<file path="src/rtl/colmix_pkg.sv">
package colmix_pkg;
  localparam int BYTE_W = 8;

  // One field doubling with the low byte of the reduction polynomial.
  function automatic logic [BYTE_W-1:0] gf_double(input logic [BYTE_W-1:0] a,
                                                   input logic [BYTE_W-1:0] poly_lo);
    return {a[BYTE_W-2:0], 1'b0} ^ (a[BYTE_W-1] ? poly_lo : '0);
  endfunction

  // Number of doubling levels needed to cover the largest coefficient.
  function automatic int coef_levels(input logic [255:0] coefs, input int n_bytes);
    int top;
    top = 1;
    for (int k = 0; k < n_bytes; k++)
      for (int b = 0; b < BYTE_W; b++)
        if (coefs[k*BYTE_W+b] && (b + 1) > top) top = b + 1;
    return top;
  endfunction
endpackage

</file>
<file path="src/rtl/colmix_dbl_bank.sv">
module colmix_dbl_bank
  import colmix_pkg::*;
#(
  parameter int              N_BYTES = 8,
  parameter int              N_LVL   = 3,
  parameter logic [BYTE_W-1:0] POLY  = 8'h1B
) (
  input  logic [N_BYTES*BYTE_W-1:0]       col,
  output logic [N_LVL*N_BYTES*BYTE_W-1:0] lvl
);
  localparam int COL_W = N_BYTES * BYTE_W;

  assign lvl[COL_W-1:0] = col;

  genvar p, j;
  generate
    for (p = 1; p < N_LVL; p++) begin : g_lvl
      for (j = 0; j < N_BYTES; j++) begin : g_byte
        logic [BYTE_W-1:0] src, dst;
        assign src = lvl[((p-1)*N_BYTES+j)*BYTE_W +: BYTE_W];
        assign dst = gf_double(src, POLY);
        assign lvl[(p*N_BYTES+j)*BYTE_W +: BYTE_W] = dst;

        // the reduction constant has bit 0 set, so the low bit of a double is the bit shifted out
        always_comb begin
          a_r1_dbl_lsb: assert (dst[0] == src[BYTE_W-1]);
        end
      end
    end
  endgenerate
endmodule

</file>
<file path="src/rtl/colmix_row.sv">
module colmix_row
  import colmix_pkg::*;
#(
  parameter int                      N_BYTES = 8,
  parameter int                      N_LVL   = 3,
  parameter int                      ROW     = 0,
  parameter logic [N_BYTES*BYTE_W-1:0] COEF  = 64'h0705030504030202
) (
  input  logic [N_LVL*N_BYTES*BYTE_W-1:0] lvl,
  output logic [BYTE_W-1:0]               byte_o
);
  always_comb begin
    byte_o = '0;
    for (int j = 0; j < N_BYTES; j++) begin
      for (int p = 0; p < N_LVL; p++) begin
        if (COEF[((j - ROW + N_BYTES) % N_BYTES)*BYTE_W + p])
          byte_o = byte_o ^ lvl[(p*N_BYTES+j)*BYTE_W +: BYTE_W];
      end
    end
  end
endmodule

</file>
<file path="src/rtl/colmix8.sv">
module colmix8
  import colmix_pkg::*;
#(
  parameter int                      N_BYTES = 8,
  parameter logic [BYTE_W-1:0]       POLY    = 8'h1B,
  parameter logic [N_BYTES*BYTE_W-1:0] COEF  = 64'h0705030504030202,
  parameter bit                      REG_OUT = 1'b1
) (
  input  logic                        clk,
  input  logic                        rst,
  input  logic [N_BYTES*BYTE_W-1:0]   col_i,
  output logic [N_BYTES*BYTE_W-1:0]   col_o
);
  localparam int COL_W = N_BYTES * BYTE_W;
  localparam int N_LVL = coef_levels({{(256-COL_W){1'b0}}, COEF}, N_BYTES);

  logic [N_LVL*COL_W-1:0] lvl;
  logic [COL_W-1:0]       mix_w;

  colmix_dbl_bank #(.N_BYTES(N_BYTES), .N_LVL(N_LVL), .POLY(POLY)) u_dbl (
    .col (col_i),
    .lvl (lvl)
  );

  genvar i;
  generate
    for (i = 0; i < N_BYTES; i++) begin : g_row
      colmix_row #(.N_BYTES(N_BYTES), .N_LVL(N_LVL), .ROW(i), .COEF(COEF)) u_row (
        .lvl    (lvl),
        .byte_o (mix_w[i*BYTE_W +: BYTE_W])
      );
    end

    if (REG_OUT) begin : g_reg
      logic [COL_W-1:0] out_q;
      always_ff @(posedge clk) begin
        if (rst) out_q <= '0;
        else     out_q <= mix_w;
      end
      assign col_o = out_q;

      // one cycle of latency from the network to the port
      a_r8_latency: assert property (@(posedge clk) disable iff (rst)
        1'b1 |=> (col_o == $past(mix_w)));
      // a zero column leaves a zero column one cycle later
      a_r4_zero: assert property (@(posedge clk) disable iff (rst)
        (col_i == '0) |=> (col_o == '0));
      // a held column gives a held output
      a_r8_hold: assert property (@(posedge clk) disable iff (rst)
        (!$past(rst) && $stable(col_i)) |=> $stable(col_o));
      // reset clears the output register
      a_r9_reset: assert property (@(posedge clk)
        rst |=> (col_o == '0));
    end else begin : g_comb
      assign col_o = mix_w;
      // a zero column yields zero
      always_comb begin
        if (col_i == '0) a_r4_zero_comb: assert (col_o == '0);
      end
    end
  endgenerate
endmodule

</file>
<file path="config.mk">
export PLATFORM = sky130hd
export DESIGN_NAME = colmix8
export DESIGN_NICKNAME = d
export VERILOG_FILES = /design/src/rtl/colmix_pkg.sv /design/src/rtl/colmix_dbl_bank.sv /design/src/rtl/colmix_row.sv /design/src/rtl/colmix8.sv
export SDC_FILE = /design/constraint.sdc
export NUM_CORES = 1
export LEC_CHECK = 0
export BUFFER_PORTS_ARGS = -buffer_cell sky130_fd_sc_hd__buf_2
export CAP_MARGIN = 0
export CORE_MARGIN = 8
export CORE_UTILIZATION = 40
export CTS_CLUSTER_SIZE = 40
export DETAILED_ROUTE_END_ITERATION = 16
export GPL_TIMING_DRIVEN = 1
export PLACE_DENSITY = 0.7
export SLEW_MARGIN = 20
export SYNTH_ARGS = -nofsm -noshare
export SYNTH_HDL_FRONTEND = slang
export SYNTH_HIERARCHICAL = 1
export SYNTH_SLANG_ARGS = --single-unit
</file>
<file path="constraint.sdc">
create_clock -name clk -period 1.91 [get_ports clk]
set_clock_uncertainty 0.1 [all_clocks]
set_input_delay 0.0955 -clock clk [delete_from_list [all_inputs] [get_ports clk]]
set_output_delay 0.0955 -clock clk [all_outputs]
set_load 0.02 [all_outputs]
</file>
# --- Yosys cells after proc, flatten, opt, wreduce, memory -nomap -nowiden ---
# Index checks and enable logic that the tools add are counted.
op_classes:
  bitwise: 115
  n_mux: 16
op_table:
  columns: ["op", "n"]
  rows:
  - ["$xor A8 B8 Y8", 115]
  - ["$mux W5", 16]
totals:
  register_bits: 64
  out_inout_bits: 64
  in_bits: 66

# --- Longest topological paths before layout ---
# Gate-level depths: netlist (run 1).
depth:
  depth_word: 17
  mapped_depth: 7
  ltp_nobuf: 5

# --- By module ---
# The synthesis (run 1) kept the hierarchy.
by_module_without_submodules:
  columns: ["mod", "cells_each", "instances", "area_each_um2"]
  rows:
  - ["colmix_row", 88, 8, 991.0]
  - ["colmix8", 135, 1, 1918.1]
  - ["colmix_dbl_bank", 200, 1, 1711.6]

# --- Least setup slack after synthesis (run 1) ---
# Ideal clock, no wire load.
synth_path:
  kind: "in2reg"
  start: "input col_i[39]"
  end: "register g_reg.out_q[2], in the netlist col_o[2]"
  setup_ps: 114
  path_slack_ps: -201
  t_required_ps: 1696
  arrival_ps: 1898
  n_path_buf: 2
  cell_stages: 7
  cell_sequence: "buf_6 > xor2_1 > buf_4 > xor2_1 > xnor3_1 > xnor3_1 > nor2b_2"
synth_via:
  elab_chain_len: 11
synth_rtl:
  columns: ["element", "line_no", "rtl"]
  rows:
  - ["from (decl)", "colmix8.sv:11", "input logic [N_BYTES*BYTE_W-1:0] col_i,"]
  - ["$mux W5", "colmix_pkg.sv:7", "return {a[BYTE_W-2:0], 1'b0} ^ (a[BYTE_W-1] ? poly_lo : '0);"]
  - ["$xor A8 B8 Y8", "colmix_pkg.sv:7", null]
  - ["net lvl[97]", "colmix8.sv:17", "logic [N_LVL*COL_W-1:0] lvl;"]
  - ["$xor A8 B8 Y8", "colmix_pkg.sv:7", null]
  - ["net lvl[162]", "colmix8.sv:17", null]
  - ["$xor A8 B8 Y8 (8 in series)", "colmix_row.sv:17", "byte_o = byte_o ^ lvl[(p*N_BYTES+j)*BYTE_W +: BYTE_W];"]
  - ["net mix_w[2]", "colmix8.sv:18", "logic [COL_W-1:0] mix_w;"]
  - ["to (signal assigned)", "colmix8.sv:38", "else out_q <= mix_w;"]
  - ["to (decl)", "colmix8.sv:35", "logic [COL_W-1:0] out_q;"]
# The timed path passes the listed nets, and every way through them passes these cells.
# A chain may end at the register's enable or synchronous reset.

# --- Worst setup path after layout (run 1) ---
layout_path:
  start: "input col_i[7]"
  end: "register g_reg.out_q[12], in the netlist col_o[12]"
layout_via:
  elab_chain_len: 15
  elab_cells_between_ends: 16
layout_rtl:
  columns: ["element", "line_no"]
  rows:
  - ["$mux W5", "colmix_pkg.sv:7"]
  - ["$xor A8 B8 Y8 (2 in series)", "colmix_pkg.sv:7"]
  - ["net lvl[132]", "colmix8.sv:17"]
  - ["$xor A8 B8 Y8 (12 in series)", "colmix_row.sv:17"]
  - ["net mix_w[12]", "colmix8.sv:18"]
# The timed path passes the listed nets, and every way through them passes these cells.

==> impl_metrics.ini, run 1 <==
[final_layout]
syn2layout_area_growth_pct = 14.1
nNetsFinal = 1232
multiInputGateArea_mm2 = 0.00918
diodes = 0
final_design_area_no_fill_mm2 = 0.0132
layout-drive-gt1-share = 0.311
finalNonFillerCells = 1555
final_util = 0.462
fillers = 2693
layout.area.seq_mm2 = 0.00128
largest_reg_flops = 64

[global_routing]
grt-busiest-layer = met2
grt.total_usage = 0.170
grt_pass1_wl_um = 44500
met3_usage = 0.0260
overflow = 0
grt_pass1_vias = 7391
grt_max_degree = 25
grt.met2_usage = 0.292
antenna_found_initial = 1
met1_usage = 0.216

[min_path]
min_to = col_o[44]
worstHoldStart = rst
whs_path_depth = 2
min_path_type = in2reg

[setup_path]
critPathCaptureType = flip-flop
critPathMaxFanout = 5
cp_data_arrival_time_ns = 1.95
critPathKind = in2reg
startpoint = col_i[7]
slowest_delay_ns = 0.54
cp.required_ns = 2.05
crit_chain = buf_2, xor3_2, xnor2_1, xnor3_1, xnor3_1, nor2b_2
start_kind = primary input
critPathSlowestCell = xor3_2
critPathMostFrequentCell = xnor3_1

[power_and_ir_drop]
powerDensity_mw_per_mm2 = 997
power_mw = 13.2
leakage_nw = 5.87
max-vdd-ir-drop_uv = 525

[logic_synthesis]
synth_edf_count = 0
avgSynthCellArea_um2 = 11.1
ys.flop_type = dfxtp_1
syn_inst = 1039
yosysTopAreaCellShare = 0.388
ys_seq_elements = 64
synth_most_common_cell = xnor2_1
ys_top_cells_by_count = 512 x xnor2_1, 144 x buf_4, 128 x xnor3_1
yosysSeqAreaShare = 0.111
yosys.area.top_type = xnor2_1
synthArstFlopShare = 0
syn-cell-area_mm2 = 0.0116
synth.area.top_cells = xnor2_1 39%, xnor3_1 25%, dfxtp_1 11%
yosysUniqueCellTypes = 10
syn_nets = 1105
synth_warnings = 6

[timing]
final_max_slew_viol_count = 0
slew_headroom = 0.533
worstMarginPinSlew_ns = 0.698
rsz0062_at_grt = false
finalCriticalPeriod_ns = 1.81
hold_viol_final = 0
fin_crit_sh = 0.950
setup_violations = 0
fmax_mhz = 551

[detailed_routing]
wl_per_cell_um = 18.3
drt_iter0_drc = 321
vias = 6880
ant_nets = 0
drcViolationCount = 0
via_per_inst = 4.42
dr.pass1.iters = 4
drt_wl_total_um = 28400

[job]
drv_cap = 0

[die]
die_w_um = 186
core_mm2 = 0.0285
ioPinCount = 130
num_rows = 62
initial_utilization = 0.405
die_h_um = 186
dieArea_mm2 = 0.0346

[clocking]
cts_root_buf = clkbuf_16
cts_max_path_buffers = 2
clkTransAtPathRegs_ns = 0.07
clock_sinks = 64
h-tree-depth = 3
cts_inserted_buffers = 9
cts_tree = done

[placement]
dp_hpwl_um = 22700
placed_area_mm2 = 0.0129
io_buffers = 129
place_congestion = 0.861
dp.cells = 1539

[outcome]
status = completed
==> power by group <==
| group | internal (mW) | switching (mW) |
|---|---|---|
| Clock | 1.14 | 0.715 |
| Sequential | 1.93 | 0.189 |
| Combinational | 5.64 | 3.53 |
| Total | 8.72 | 4.43 |
==> cell usage in the layout, fill, tap and decap left out <==
cell	n
xnor2_1	512
nor2b_2	60
xor3_1	3
xor2_4	7
clkbuf_1	2
xor2_2	3
xor3_2	5
clkinv_2	1
xnor3_1	128
dfxtp_1	64
clkinv_4	1
nor2b_1	4
clkbuf_16	9
buf_4	132
buf_12	15
bufinv_16	2
xor2_1	94
clkinvlp_4	1
buf_2	128
==> kinds of logic after synthesis <==
kind of cell              count (synthesis)  share of synthesized area
DFF                                      64                      0.111
buffers and inverters                   159                      0.109
xor gates and xnor gates                752                      0.733
and+or+nand+nor                          64                     0.0476
==> per-layer routing <==
layer	up-vias	wire [µm]
met5	-	10
met3	36	953
met2	110	14100
met4	2	626
met1	3379	12700
li1	3353	-
==> area by class of cell <==
cell class	count	area share
Timing Repair Buffer	275	0.147
Clock inverter	5	0.00617
Tap cell	384	0.0364
Clock buffer	11	0.0176
Sequential cell	64	0.0972
Multi-Input combinational cell	816	0.696
==> through the flow <==
step	setup WS [ns]	hold WS [ns]	TNS (ns)
after floorplan	-0.128	0.223	-0.400
after global placement	-0.298	0.412	-8.10
after detailed placement	-0.316	0.412	-8.80
after CTS	0.0597	0.0480	0
after global routing	0.0276	0.0587	0
final	0.0955	0.0525	0
==> repair_timing <==
action,in CTS,in global routing
endpoints found under the setup margin,0,4
setup buffers,0,0
hold endpoints to repair,0,0
hold buffers,0,0
gates resized for setup,0,2
==> how the worst max path moves through the flow <==
stage / end / cells past startpoint / slack (ns)
after global placement: col_o[35] / 7 / -0.30
final: col_o[12] / 6 / 0.1
after CTS: col_o[35] / 7 / 0.06
after floorplan: col_o[10] / 7 / -0.13
after detailed placement: col_o[35] / 7 / -0.32
after global routing: col_o[12] / 6 / 0.03
==> critical path: cells and delay by family <==
kind	cells	cell delay [ns]
simple gates	1	0.15
buf+inv	1	0.20
xor+xnor	4	1.50
(Power assumes the default switching activity.)
==> run 2, diff against run 1 <==
--- a/config.mk
+++ b/config.mk
@@ -5,6 +5,7 @@
 export SDC_FILE = /design/constraint.sdc
 export NUM_CORES = 1
 export LEC_CHECK = 0
+export ABC_AREA = 1
 export BUFFER_PORTS_ARGS = -buffer_cell sky130_fd_sc_hd__buf_2
 export CAP_MARGIN = 0
 export CORE_MARGIN = 8
@@ -12,7 +13,7 @@
 export CTS_CLUSTER_SIZE = 40
 export DETAILED_ROUTE_END_ITERATION = 16
 export GPL_TIMING_DRIVEN = 1
-export PLACE_DENSITY = 0.7
+export PLACE_DENSITY = 0.68
 export SLEW_MARGIN = 20
 export SYNTH_ARGS = -nofsm -noshare
 export SYNTH_HDL_FRONTEND = slang
==> run 2 against run 1 <==
Area after synthesis rose by 95%. Hold slack better by 0.28 ns. Global-route usage up 2.7 points. Non-clock buffer count fell by 22. Die area is 85% higher. Critical path type unchanged.
==> impl_metrics.ini, run 2 <==
[clocking]
cts_inserted_buffers = 9
cts_root_buf = clkbuf_16
postCtsSetupBuffers = 0
h-tree-depth = 3
ctsResizeCount = 0
clkTransAtPathRegs_ns = 0.08
cts_max_path_buffers = 2
clock_sinks = 64
cts_tree = done

[timing]
fin_crit_sh = 0.787
setup_violations = 0
worstMarginPinSlew_ns = 0.472
fmax_mhz = 666
setup_tns_ns = 0
slew_headroom = 0.686
rsz0062_at_grt = false
final_max_slew_viol_count = 0
finalCriticalPeriod_ns = 1.50
hold_viol_final = 0
whs_ns = 0.332

[global_routing]
overflow = 0
grt.total_usage = 0.197
antenna_found_initial = 2
grt_max_degree = 43
grt_pass1_vias = 21310
grt_pass1_wl_um = 103000

[logic_synthesis]
syn_inst = 5143
yosysUniqueCellTypes = 12
synth_most_common_cell = nand2_1
synth_edf_count = 0
yosys.area.top_type = nand2_1
ys_seq_elements = 64
synth.area.top_cells = nand2_1 39%, inv_1 22%, nor2_1 11%
syn_nets = 5209
ys.flop_type = dfxtp_1
synthArstFlopShare = 0
yosysTopAreaCellShare = 0.391
synth_warnings = 6
avgSynthCellArea_um2 = 4.37
syn-cell-area_mm2 = 0.0225
yosysSeqAreaShare = 0.0570
ys_top_cells_by_count = 2,344 x nand2_1, 1,288 x inv_1, 640 x nor2_1

[placement]
dp_hpwl_um = 48800
io_buffers = 129
place_congestion = 0.872
dp.cells = 5992

[setup_path]
critPathCaptureType = flip-flop
critPathKind = in2reg
cp.required_ns = 2.08
critPathMaxFanout = 15
cp_data_arrival_time_ns = 1.67
start_kind = primary input

[final_layout]
finalNonFillerCells = 6011
largest_reg_flops = 64
syn2layout_area_growth_pct = 9.11
nNetsFinal = 5314
mostFrequentLayoutCell = nand2_1
final_cell_mix = 2,344 x nand2_1, 1,288 x inv_1, 640 x nor2_1
fillers = 6227
layout-drive-gt1-share = 0.142

[power_and_ir_drop]
seq_power_share = 0.143
powerDensity_mw_per_mm2 = 482
swShare = 0.538
intPower_mw = 5.46
p_sw_mw = 6.35
share_comb_of_total_power = 0.698
leakage_nw = 19.5
max-vdd-ir-drop_uv = 589
power_frac_clock = 0.159

[die]
num_rows = 87
ioPinCount = 130
dieArea_mm2 = 0.0640
initial_utilization = 0.402
die_h_um = 253
die_w_um = 253
core_mm2 = 0.0560

[detailed_routing]
drt_iter0_drc = 1451
ant_nets = 0
drt_wl_total_um = 62700
via_per_inst = 4.19
vias = 25180
drcViolationCount = 0
wl_per_cell_um = 10.4
dr.pass1.iters = 6

[outcome]
status = completed

[min_path]
min_path_type = in2reg

[job]
drv_cap = 0
run 2: repair_timing:
action,in CTS,in global routing
hold buffers,1,0
hold endpoints to repair,2,0
endpoints found under the setup margin,0,0
run 2: metal layers:
layer	share of wire	wire length, µm	GRT usage
met5	0.00018	11	0
met4	0.031	1940	0.0733
met3	0.072	4540	0.0267
met2	0.44	27400	0.333
met1	0.46	28800	0.251
run 2: worst max-delay path: stages:
cell and delay, ns:
buf_2 0.30, xor2_1 0.30, buf_4 0.28, nand2_1 0.09, nand2_1 0.07, nand2_1 0.06
nand2_2 0.12, inv_2 0.05, nand2_1 0.05, nand2_1 0.04, nand2_1 0.06, nand2_1 0.05
inv_1 0.05, nor2_1 0.03
run 2: area by class of cell:
| type | instances | area (µm²) | share of cell area |
|---|---|---|---|
| Clock buffer | 12 | 236 | 0.00964 |
| Antenna cell | 2 | 5.00 | 0.000204 |
| Sequential cell | 64 | 1280 | 0.0522 |
| Timing Repair Buffer | 253 | 2000 | 0.0817 |
| Clock inverter | 4 | 45.0 | 0.00184 |
| Inverter | 1432 | 5380 | 0.219 |
| Tap cell | 756 | 946 | 0.0386 |
| Multi-Input combinational cell | 3488 | 14600 | 0.597 |
run 2: metrics by stage:
| stage | utilization | total power [mW] | setup slack [ns] | area [µm²] |
|---|---|---|---|---|
| floorplan | - | 8.08 | 0.0169 | 22500 |
| global placement | 0.433 | 9.81 | 0.0753 | 24200 |
| detailed placement | 0.433 | 9.97 | 0.0426 | 24200 |
| CTS | 0.438 | 12.0 | 0.445 | 24500 |
| global route | 0.438 | 13.2 | 0.263 | 24500 |
| finish | 0.438 | 11.8 | 0.407 | 24500 |
run 2: kinds of logic (layout without fill, tap and decap cells):
group,count (synthesis),count (layout),share of synthesized area
xor+xnor,32,32,0.0125
buf+inv,1591,1701,0.295
simple gates,3456,3456,0.636
other cells,0,2,0
flops,64,64,0.0570
run 2: worst paths after layout:
path	from	end	slack, ns	cells past startpoint
worst max-delay path	col_i[15]	col_o[11]	0.41	14
worst min-delay path	col_i[27]	col_o[59]	0.33	11
run 2: power groups by stage:
stage | Sequential [mW] | Clock, mW | Combinational [mW]
finish | 1.69 | 1.88 | 8.25
global route | 1.71 | 1.98 | 9.54
CTS | 1.70 | 1.97 | 8.29
detailed placement | 1.72 | 0 | 8.25
global placement | 1.73 | 0 | 8.08
floorplan | 1.98 | 0 | 6.10
==> run 3, diff against run 2 <==
==> constraint.sdc (replaced) <==
create_clock -name clk -period 1.3 [get_ports clk]
set_clock_uncertainty 0.1 [all_clocks]
set_input_delay 0.065 -clock clk [delete_from_list [all_inputs] [get_ports clk]]
set_output_delay 0.065 -clock clk [all_outputs]
set_load 0.02 [all_outputs]
==> run 3 against run 2 <==
The flow now finishes with violations (setup timing). Global-route usage shrank 0.089 points. Setup slack worse by 0.44 ns. Clock-buffer cell count is 2 higher. Clock power is 45% higher. Die area unchanged. Via count increased by 4.0%. Cell count grew 2.0%. Sequential power increased by 48%. Largest cell class unchanged. Routed wire length rose by 6.2%. Power is 59% higher. Critical path depth increased by 3.
==> impl_metrics.ini, run 3 (synthesized netlist as in run 2, its figures left out) <==
[final_layout]
largest_reg_flops = 64
mostFrequentLayoutCell = nand2_1
final_cell_mix = 2,244 x nand2_1, 1,259 x inv_1, 602 x nor2_1
fillers = 5968
final_util = 0.489
final_design_area_no_fill_mm2 = 0.0274
finalNonFillerCells = 6132
syn2layout_area_growth_pct = 21.8
nNetsFinal = 5436
layout-drive-gt1-share = 0.199

[timing]
hold_viol_final = 0
setup_violations = 3
setup_tns_ns = -0.0483
fin_crit_sh = 1.03
finalCriticalPeriod_ns = 1.34
whs_ns = 0.0437
final_max_slew_viol_count = 0
fmax_mhz = 749
rsz0062_at_grt = true
worstMarginPinSlew_ns = 0.349
slew_headroom = 0.767
fin_ws_ns = -0.0354

[power_and_ir_drop]
swShare = 0.527
max-vdd-ir-drop_uv = 806
seq_power_share = 0.133
leakage_nw = 20.6
power_mw = 18.8
share_comb_of_total_power = 0.722
p_sw_mw = 9.92
powerDensity_mw_per_mm2 = 688
intPower_mw = 8.92
power_frac_clock = 0.145

[job]
drv_cap = 0

[outcome]
status = finished with violations
violations = setup timing

[setup_path]
start_kind = primary input
critPathCaptureType = flip-flop
critPathKind = in2reg
cp_data_arrival_time_ns = 1.52
cp.required_ns = 1.48
critPathMaxFanout = 7

[detailed_routing]
wl_per_cell_um = 10.9
drt_iter0_drc = 1711
dr.pass1.iters = 7
drcViolationCount = 0
vias = 26177
via_per_inst = 4.27
drt_wl_total_um = 66600
ant_nets = 0

[min_path]
min_path_type = in2reg
worstHoldStart = rst
whs_path_depth = 3
min_to = col_o[39]

[clocking]
cts_root_buf = clkbuf_16
cts_inserted_buffers = 9
clkTransAtPathRegs_ns = 0.07
h-tree-depth = 3
cts_max_path_buffers = 2
clock_sinks = 64
cts_tree = done

[die]
dieArea_mm2 = 0.0640
num_rows = 87
ioPinCount = 130
die_w_um = 253
core_mm2 = 0.0560
initial_utilization = 0.402
die_h_um = 253

[global_routing]
grt_max_degree = 50
grt.total_usage = 0.196
overflow = 0
grt_pass1_vias = 21523
antenna_found_initial = 3
grt_pass1_wl_um = 103000

[placement]
placed_area_mm2 = 0.0259
io_buffers = 129
dp_hpwl_um = 49800
place_congestion = 0.858
dp_worst_setup_slack_ns = -0.463
dp.cells = 6079
==> run 3: critical path, cell delays in order <==
cell and delay [ns]:
buf_8 0.11, buf_12 0.15, xor2_4 0.17, buf_12 0.14, clkbuf_16 0.15, nand2_4 0.05
inv_1 0.03, nor2_1 0.10, nand2_1 0.08, nand2_2 0.11, nand2_2 0.07, inv_2 0.05
nor2_2 0.03, nand2_1 0.05, nand2_1 0.06, inv_2 0.06, nor2_1 0.04
==> run 3: worst max path at each step <==
stage / cells after the start / startpoint / to
after floorplan: 15 / col_i[7] / col_o[42]
after global placement: 14 / col_i[14] / col_o[38]
after detailed placement: 14 / col_i[14] / col_o[38]
after CTS: 16 / col_i[55] / col_o[33]
after global routing: 17 / col_i[55] / col_o[41]
final: 17 / col_i[55] / col_o[41]
==> run 3: layer usage <==
metal | global-route usage | up-vias | share of wire | routed length, µm
met2 | 0.334 | 579 | 0.45 | 29800
met5 | 0 | - | 0.00035 | 23
met1 | 0.250 | 10942 | 0.46 | 30700
met4 | 0.0666 | 4 | 0.032 | 2140
li1 | - | 14543 | - | -
met3 | 0.0291 | 109 | 0.060 | 3980
==> run 3: what timing repair did <==
action / CTS / global route
hold endpoints to repair: 0 / 0
setup endpoints to repair: 3 / 59
hold buffers: 0 / 0
gates resized for setup: 1 / 238
gates cloned: 0 / 19
pin swaps: 0 / 137
buffers inserted: 0 / 21
==> run 3: final cells by class <==
cell class                      count  area, µm²  share of cell area
Clock inverter                      2       12.5            0.000457
Multi-Input combinational cell   3494      15700               0.574
Clock buffer                       14        274              0.0100
Timing Repair Buffer              369       3750               0.137
Inverter                         1432       5380               0.197
Tap cell                          756        946              0.0346
Antenna cell                        1       2.50           0.0000914
Sequential cell                    64       1280              0.0468
==> run 3: power by group through the flow <==
stage                     Sequential [mW]  Clock [mW]  Combinational [mW]
after global placement               2.57           0                12.5
after global routing                 2.54        2.89                15.5
after floorplan                      2.91           0                9.20
after detailed placement             2.54           0                12.8
after CTS                            2.51        2.87                12.9
final                                2.50        2.73                13.6
